[src/rtl/ep0_pkg.sv]
package ep0_pkg;
  typedef enum logic [1:0] {
    HS_NONE  = 2'b00,
    HS_ACK   = 2'b01,
    HS_NAK   = 2'b10,
    HS_STALL = 2'b11
  } hs_e;

  localparam int unsigned REG_W     = 32;
  localparam int unsigned BIT_EN    = 31;
  localparam int unsigned BIT_SNAK  = 27;
  localparam int unsigned BIT_CNAK  = 26;
  localparam int unsigned BIT_STALL = 21;
  localparam int unsigned BIT_SNOOP = 20;
  localparam int unsigned BIT_NAKST = 17;
  localparam int unsigned BIT_ACT   = 15;
  localparam int unsigned MPS_W     = 2;
endpackage

[src/rtl/ep0_csr.sv]
module ep0_csr
  import ep0_pkg::*;
(
  input  logic             clk_i,
  input  logic             rst_ni,
  input  logic             wr_i,
  input  logic [REG_W-1:0] wdata_i,
  input  logic             hw_en_clr_i,
  input  logic             hw_nak_set_i,
  input  logic             stall_clr_i,
  output logic [REG_W-1:0] rdata_o,
  output logic             nak_o,
  output logic             stall_o,
  output logic             snoop_o,
  output logic [MPS_W-1:0] mps_o
);
  logic en_q, nak_q, stall_q, snoop_q;
  logic [MPS_W-1:0] mps_q;
  logic unused_wdata;

  assign unused_wdata = ^{wdata_i[30:28], wdata_i[25:22], wdata_i[19:MPS_W]};

  always_ff @(posedge clk_i or negedge rst_ni) begin
    if (!rst_ni) begin
      en_q    <= 1'b0;
      nak_q   <= 1'b0;
      stall_q <= 1'b0;
      snoop_q <= 1'b0;
      mps_q   <= '0;
    end else begin
      // hardware clear outranks software set
      if (hw_en_clr_i)                   en_q <= 1'b0;
      else if (wr_i && wdata_i[BIT_EN])  en_q <= 1'b1;
      // any set source outranks the clear strobe
      if (hw_nak_set_i || (wr_i && wdata_i[BIT_SNAK]))  nak_q <= 1'b1;
      else if (wr_i && wdata_i[BIT_CNAK])               nak_q <= 1'b0;
      if (stall_clr_i)                      stall_q <= 1'b0;
      else if (wr_i && wdata_i[BIT_STALL])  stall_q <= 1'b1;
      if (wr_i) begin
        snoop_q <= wdata_i[BIT_SNOOP];
        mps_q   <= wdata_i[MPS_W-1:0];
      end
    end
  end

  always_comb begin
    rdata_o             = '0;
    rdata_o[BIT_EN]     = en_q;
    rdata_o[BIT_STALL]  = stall_q;
    rdata_o[BIT_SNOOP]  = snoop_q;
    rdata_o[BIT_NAKST]  = nak_q;
    rdata_o[BIT_ACT]    = 1'b1;
    rdata_o[MPS_W-1:0]  = mps_q;
  end

  assign nak_o   = nak_q;
  assign stall_o = stall_q;
  assign snoop_o = snoop_q;
  assign mps_o   = mps_q;
endmodule

[src/rtl/ep0_hs_arb.sv]
module ep0_hs_arb
  import ep0_pkg::*;
(
  input  logic pkt_valid_i,
  input  logic pkt_is_setup_i,
  input  logic stall_i,
  input  logic nak_i,
  input  logic gonak_i,
  output hs_e  hs_o
);
  always_comb begin
    if (!pkt_valid_i)         hs_o = HS_NONE;
    else if (pkt_is_setup_i)  hs_o = HS_ACK;
    else if (stall_i)         hs_o = HS_STALL;
    else if (nak_i || gonak_i) hs_o = HS_NAK;
    else                      hs_o = HS_ACK;
  end
endmodule

[src/rtl/ep0_irq.sv]
module ep0_irq #(
  parameter int unsigned N_EV = 3
) (
  input  logic            clk_i,
  input  logic            rst_ni,
  input  logic [N_EV-1:0] ev_i,
  output logic [N_EV-1:0] irq_o
);
  for (genvar g = 0; g < N_EV; g++) begin : g_strobe
    always_ff @(posedge clk_i or negedge rst_ni) begin
      if (!rst_ni) irq_o[g] <= 1'b0;
      else         irq_o[g] <= ev_i[g];
    end
  end
endmodule

[src/rtl/ep0_out_ctrl.sv]
module ep0_out_ctrl
  import ep0_pkg::*;
#(
  parameter int unsigned MPS_MAX = 64,
  localparam int unsigned MPSB_W = $clog2(MPS_MAX) + 1
) (
  input  logic              clk_i,
  input  logic              rst_ni,
  input  logic              reg_wr_i,
  input  logic [31:0]       reg_wdata_i,
  output logic [31:0]       reg_rdata_o,
  input  logic              setup_tok_i,
  input  logic              setup_done_i,
  input  logic              xfer_done_i,
  input  logic              ep_dis_i,
  input  logic              gonak_i,
  input  logic              pkt_valid_i,
  input  logic              pkt_is_setup_i,
  output logic [1:0]        hs_o,
  output logic              snoop_o,
  output logic [MPSB_W-1:0] mps_bytes_o,
  output logic              irq_setup_o,
  output logic              irq_xfer_o,
  output logic              irq_dis_o
);
  logic nak, stall;
  logic [MPS_W-1:0] mps;
  logic [2:0] irq;
  hs_e hs;

  ep0_csr u_csr (
    .clk_i        (clk_i),
    .rst_ni       (rst_ni),
    .wr_i         (reg_wr_i),
    .wdata_i      (reg_wdata_i),
    .hw_en_clr_i  (setup_done_i | xfer_done_i | ep_dis_i),
    .hw_nak_set_i (xfer_done_i | (pkt_valid_i & pkt_is_setup_i)),
    .stall_clr_i  (setup_tok_i),
    .rdata_o      (reg_rdata_o),
    .nak_o        (nak),
    .stall_o      (stall),
    .snoop_o      (snoop_o),
    .mps_o        (mps)
  );

  ep0_hs_arb u_arb (
    .pkt_valid_i    (pkt_valid_i),
    .pkt_is_setup_i (pkt_is_setup_i),
    .stall_i        (stall),
    .nak_i          (nak),
    .gonak_i        (gonak_i),
    .hs_o           (hs)
  );

  ep0_irq #(.N_EV(3)) u_irq (
    .clk_i  (clk_i),
    .rst_ni (rst_ni),
    .ev_i   ({ep_dis_i, xfer_done_i, setup_done_i}),
    .irq_o  (irq)
  );

  assign hs_o        = hs;
  assign mps_bytes_o = MPSB_W'(MPS_MAX >> mps);
  assign irq_setup_o = irq[0];
  assign irq_xfer_o  = irq[1];
  assign irq_dis_o   = irq[2];
endmodule

[config.mk]
export PLATFORM = sky130hd
export DESIGN_NAME = ep0_out_ctrl
export DESIGN_NICKNAME = d
export VERILOG_FILES = /design/src/rtl/ep0_pkg.sv /design/src/rtl/ep0_csr.sv /design/src/rtl/ep0_hs_arb.sv /design/src/rtl/ep0_irq.sv /design/src/rtl/ep0_out_ctrl.sv
export SDC_FILE = /design/constraint.sdc
export NUM_CORES = 1
export LEC_CHECK = 0
export CAP_MARGIN = 20
export CORE_UTILIZATION = 24
export DETAILED_ROUTE_END_ITERATION = 16
export GPL_TIMING_DRIVEN = 0
export PLACE_DENSITY = 0.8
export SLEW_MARGIN = 15
export SYNTH_ARGS = -nofsm -noshare
export SYNTH_HDL_FRONTEND = slang
export SYNTH_HIERARCHICAL = 1
export SYNTH_SLANG_ARGS = --single-unit
[constraint.sdc]
create_clock -name clk_i -period 0.99 [get_ports clk_i]
set_clock_uncertainty 0.05 [all_clocks]
set_input_delay 0.1485 -clock clk_i [delete_from_list [all_inputs] [get_ports clk_i]]
set_output_delay 0.1485 -clock clk_i [all_outputs]
set_load 0.02 [all_outputs]
* Yosys cells after proc, flatten, opt, wreduce, memory -nomap -nowiden
Index checks and enable logic that the tools add are counted.
Word-level totals: logic and storage cells 32, output and inout port bits 45, register bits after elaboration 9
Operators by class: bitwise operators 4, shift operators 1, mux-type cells 10, reductions and logical operators 9
Operator list (count):
- $mux 2 | 4
- $shr 7x2->7 const A | 1
- $mux 1 | 6
- $reduce_bool 2->1 | 3
- $logic_and 1x1->1 | 4
- $or 1x1->1 | 3
- $logic_or 1x1->1 | 2
- $and 1x1->1 | 1

* Longest topological paths before layout
word-level depth 5, mapped depth 3

* Hierarchy
Netlist, hierarchy kept.
By module, submodules not included:
- ep0_csr | sequential area each 150.1 um^2, cells an instance 50, times used 1, area an instance 476.7 um^2
- ep0_irq | sequential area each 75.1 um^2, cells an instance 3, times used 1, area an instance 75.1 um^2
- ep0_out_ctrl | sequential area each 0.0 um^2, cells an instance 10, times used 1, area an instance 63.8 um^2
- ep0_hs_arb | sequential area each 0.0 um^2, cells an instance 4, times used 1, area an instance 25.0 um^2

* Worst setup path after synthesis
OpenSTA, ideal clock, no wires.
kind flip-flop to output port, start point register u_csr.nak_q, in the netlist u_csr/nak_o, end point output hs_o[1], path slack -0.145 ns, arrival 0.937 ns, required time 0.791 ns, stages on the path, launching flop included 3, cell sequence dfrtp_1 -> nor3_1 -> nor3b_1
On the way: longest elaborated chain between the ends 5
Ends and longest elaborated chain:
- start, declared | RTL line ep0_csr.sv:17 | logic en_q, nak_q, stall_q, snoop_q;
- start signal, assigned | RTL line ep0_csr.sv:26 | nak_q <= 1'b0;
- start signal, assigned | RTL line ep0_csr.sv:35 | if (hw_nak_set_i || (wr_i && wdata_i[BIT_SNAK])) nak_q <= 1'b1;
- start signal, assigned | RTL line ep0_csr.sv:36 | else if (wr_i && wdata_i[BIT_CNAK]) nak_q <= 1'b0;
- $logic_or 1x1->1 | RTL line ep0_hs_arb.sv:15 | else if (nak_i || gonak_i) hs_o = HS_NAK;
- $mux 2 | RTL line ep0_hs_arb.sv:15
- $mux 2 | RTL line ep0_hs_arb.sv:14 | else if (stall_i) hs_o = HS_STALL;
- $mux 2 | RTL line ep0_hs_arb.sv:13 | else if (pkt_is_setup_i) hs_o = HS_ACK;
- $mux 2 | RTL line ep0_hs_arb.sv:12 | if (!pkt_valid_i) hs_o = HS_NONE;
- end, declared | RTL line ep0_out_ctrl.sv:19 | output logic [1:0] hs_o,
No other way between the ends.

* Worst setup path after layout
start point input gonak_i, end point output hs_o[0]
On the way: longest elaborated chain between the ends 5
Ends and longest elaborated chain:
- start, declared | RTL line ep0_out_ctrl.sv:16 | input logic gonak_i,
- $logic_or 1x1->1 | RTL line ep0_hs_arb.sv:15
- $mux 2 | RTL line ep0_hs_arb.sv:15
- $mux 2 | RTL line ep0_hs_arb.sv:14
- $mux 2 | RTL line ep0_hs_arb.sv:13
- $mux 2 | RTL line ep0_hs_arb.sv:12
No other way between the ends.

==> out/results.txt <==
status: finished, violations left
failing checks: negative setup slack
FF/Latch Area: 228 µm²
period utilization: 132%
Final Cell Area: 1210 µm²
crit path launch type: input port
worst min path class: input port to register
total power: 1.28 mW
Synth Instances: 67
first-pass GRT wire length: 1850 µm
RSZ-0062 raised after global routing: yes
PortBufs: 31
buffer and inverter count on the worst path: 2
area post-placement: 1090 µm²
Critical-path top delay cell: clkdlybuf4s50_1
reg2reg start: u_csr/nak_o$_DFFE_PN0P_
Arr. time, crit path: 1.11 ns
TritonCTS clock tree: yes
average cell area after synthesis: 9.56 µm²
Fin. Hold Viols: 0
clock share of power: 22.7%
Slew Limit Fails: 0
WP data required: 0.79 ns
DRT Pass-1 Iters: 1
fin crit period: 1.31 ns
synth warn: 6
mapped cell area: 641 µm²
Initial Util: 25.6%
final RePlAce weighted congestion: 0.649
top cell type by total area after synthesis: buf_4
multi-input logic area: 262 µm²
largest cells by area after synthesis: buf_4 (41%), dfrtp_1 (35%), mux2_2 (5.3%)
final wirelength: 1340 µm
Synth Register Bits: 9
Sw Ratio: 33.1%
setup slack, reg-to-reg: -0.12 ns
CTS Root Cell: clkbuf_4
Avg WL per Cell: 8.20 µm
Finish-stage setup viols: 14
P&R area growth vs syn: 89.6%
Post-CTS Hold Buffers: 0
Die W: 53.7 µm
slowest stage delay, CP: 0.50 ns
die area: 2880 µm²
Max FO, Critical Path: 2
via count: 558
final worst slack: -0.321 ns
Power Internal: 0.854 mW
crit path capture type: output pin
CTS Buf Count: 3
largest net degree at the start of global routing: 10
Die H: 53.7 µm
gr usage total: 9.51%
Comb power frac: 44.3%
hpwl dp: 1070 µm
Leak Pwr: 0.648 nW
vias per cell: 3.42
num ports: 87
Site Rows: 18
Clock Tree Buf Depth: 2
register share of total power: 33.0%
fmax: 763 MHz
worst skew pair latency: 0.26 ns
number of global-route vias before repair: 490
clock sinks: 9
crit-path cells: clkdlybuf4s50_1, nor2_1, o31a_1, buf_6
initial antenna violation count: 0
kind of critical path: input port to output pin
Reg clk slew, reported paths: 0.07 ns
Initial DRC Count: 0
drc violations: 0
library cells used by synthesis: 16
ANT cells: 0
total of max-cap violations: 0
CP startpoint: gonak_i
register area share after synthesis: 35.2%
PD cells: 1050 nW/µm²
core area: 2500 µm²
antenna viol nets, final: 0
Fillers: 243
Worst Min Path Start: reg_wr_i
share of cells above drive strength 1: 54.9%
Peak VDD IR: 0.628 mV
fin nets: 176
Net Switching: 0.422 mW
H-tree depth: 1
cell family with most CP delay: buffers and inverters
post-synth top area share: 41.0%
total gr overflow: 0
-- cell families (layout without fill, tap and decap cells) --
kind of cell	count (synthesis)	in the layout	synth area share, %
flops	9	9	35.2
other cells	3	29	1.76
mux	3	3	5.27
buf+inv	36	76	42.8
simple gates	11	11	9.18
compound gates	5	5	5.86
-- synth_stat cells (all sizes together) --
| library cell | n |
|---|---|
| buf | 36 |
| dfrtp | 9 |
| nor2 | 4 |
| conb | 3 |
| mux2 | 3 |
| a21oi | 2 |
| nor2b | 2 |
| a21o | 1 |
| a221o | 1 |
| and2 | 1 |
| nand2 | 1 |
| nor3 | 1 |
| nor3b | 1 |
| o31a | 1 |
| or3 | 1 |
-- registers in the layout, summed over array words and instances (netlist names) --
register and count:
u_irq/irq_o 3, u_csr/snoop_o 1, u_csr/stall_o 1, u_csr/en_q 1, u_csr/nak_o 1, u_csr/mps_o 2
-- timing repair --
item | in CTS | in global routing
resized for setup | 97 | 12
pin swaps | 2 | 2
setup endpoints to repair | 16 | 17
setup buffers | 7 | 1
-- layout make-up --
class / count / area share [%]
timing repair buffer: 39 / 32.7
clock inverter: 1 / 0.412
clock buffer: 3 / 1.85
multi-input combinational: 48 / 21.5
sequential: 9 / 18.7
buffer: 33 / 21.6
tap: 30 / 3.09
-- power groups by stage --
stage	Sequential, mW	Clock, mW	Combinational, mW
after detailed placement	0.420	0	0.497
after CTS	0.416	0.306	0.542
after floorplan	0.428	0	0.310
after global placement	0.418	0	0.492
after global routing	0.425	0.319	0.604
final	0.422	0.290	0.565
-- worst paths after layout --
path                                               to  depth (start not counted)
setup / recovery                              hs_o[0]                          4
hold / removal                u_csr/nak_o$_DFFE_PN0P_                          2
setup reg to reg              u_csr/nak_o$_DFFE_PN0P_                          3
hold reg to reg                u_csr/en_q$_DFFE_PN0P_                          2
max in group asynchronous  u_csr/mps_o[0]$_DFFE_PN0P_                          1
min in group asynchronous   u_csr/snoop_o$_DFFE_PN0P_                          1
-- cells in the final DEF (no fill, tap or decap), drive strengths merged, types with 2 or more instances in the layout --
cell,Yosys,final
a21oi,2,2
clkdlybuf4s50,0,15
buf,36,57
nor2,4,4
conb,3,29
clkbuf,0,3
nor2b,2,2
mux2,3,3
dfrtp,9,9
-- worst register-to-register path, delay by kind of cell (launching register included) --
family                 cells  cell delay [ns]
AO/OA/AOI/OAI              1             0.28
buffers and inverters      2             0.27
flip-flops                 1             0.40
-- stage by stage --
step                TNS [ns]  cells  setup slack, ns  util, %  hold WS, ns
CTS                    -2.92    163           -0.325     47.2        0.116
global route           -3.31    163           -0.367     48.6        0.126
global placement       -5.19    154           -0.677     43.6        0.385
finish                 -2.73    163           -0.321     48.6        0.117
detailed placement     -5.48    154           -0.666     43.6        0.394
floorplan                  0     93           0.0412        -       -0.197
-- layer usage --
layer	track usage, %	part of all wire, %	up-vias
li1	-	-	283
met1	7.33	31	238
met2	19.3	58	37
met3	3.67	11	0
met4	5.26	0	0
met5	0	0	-
(Power assumes the default switching activity.)
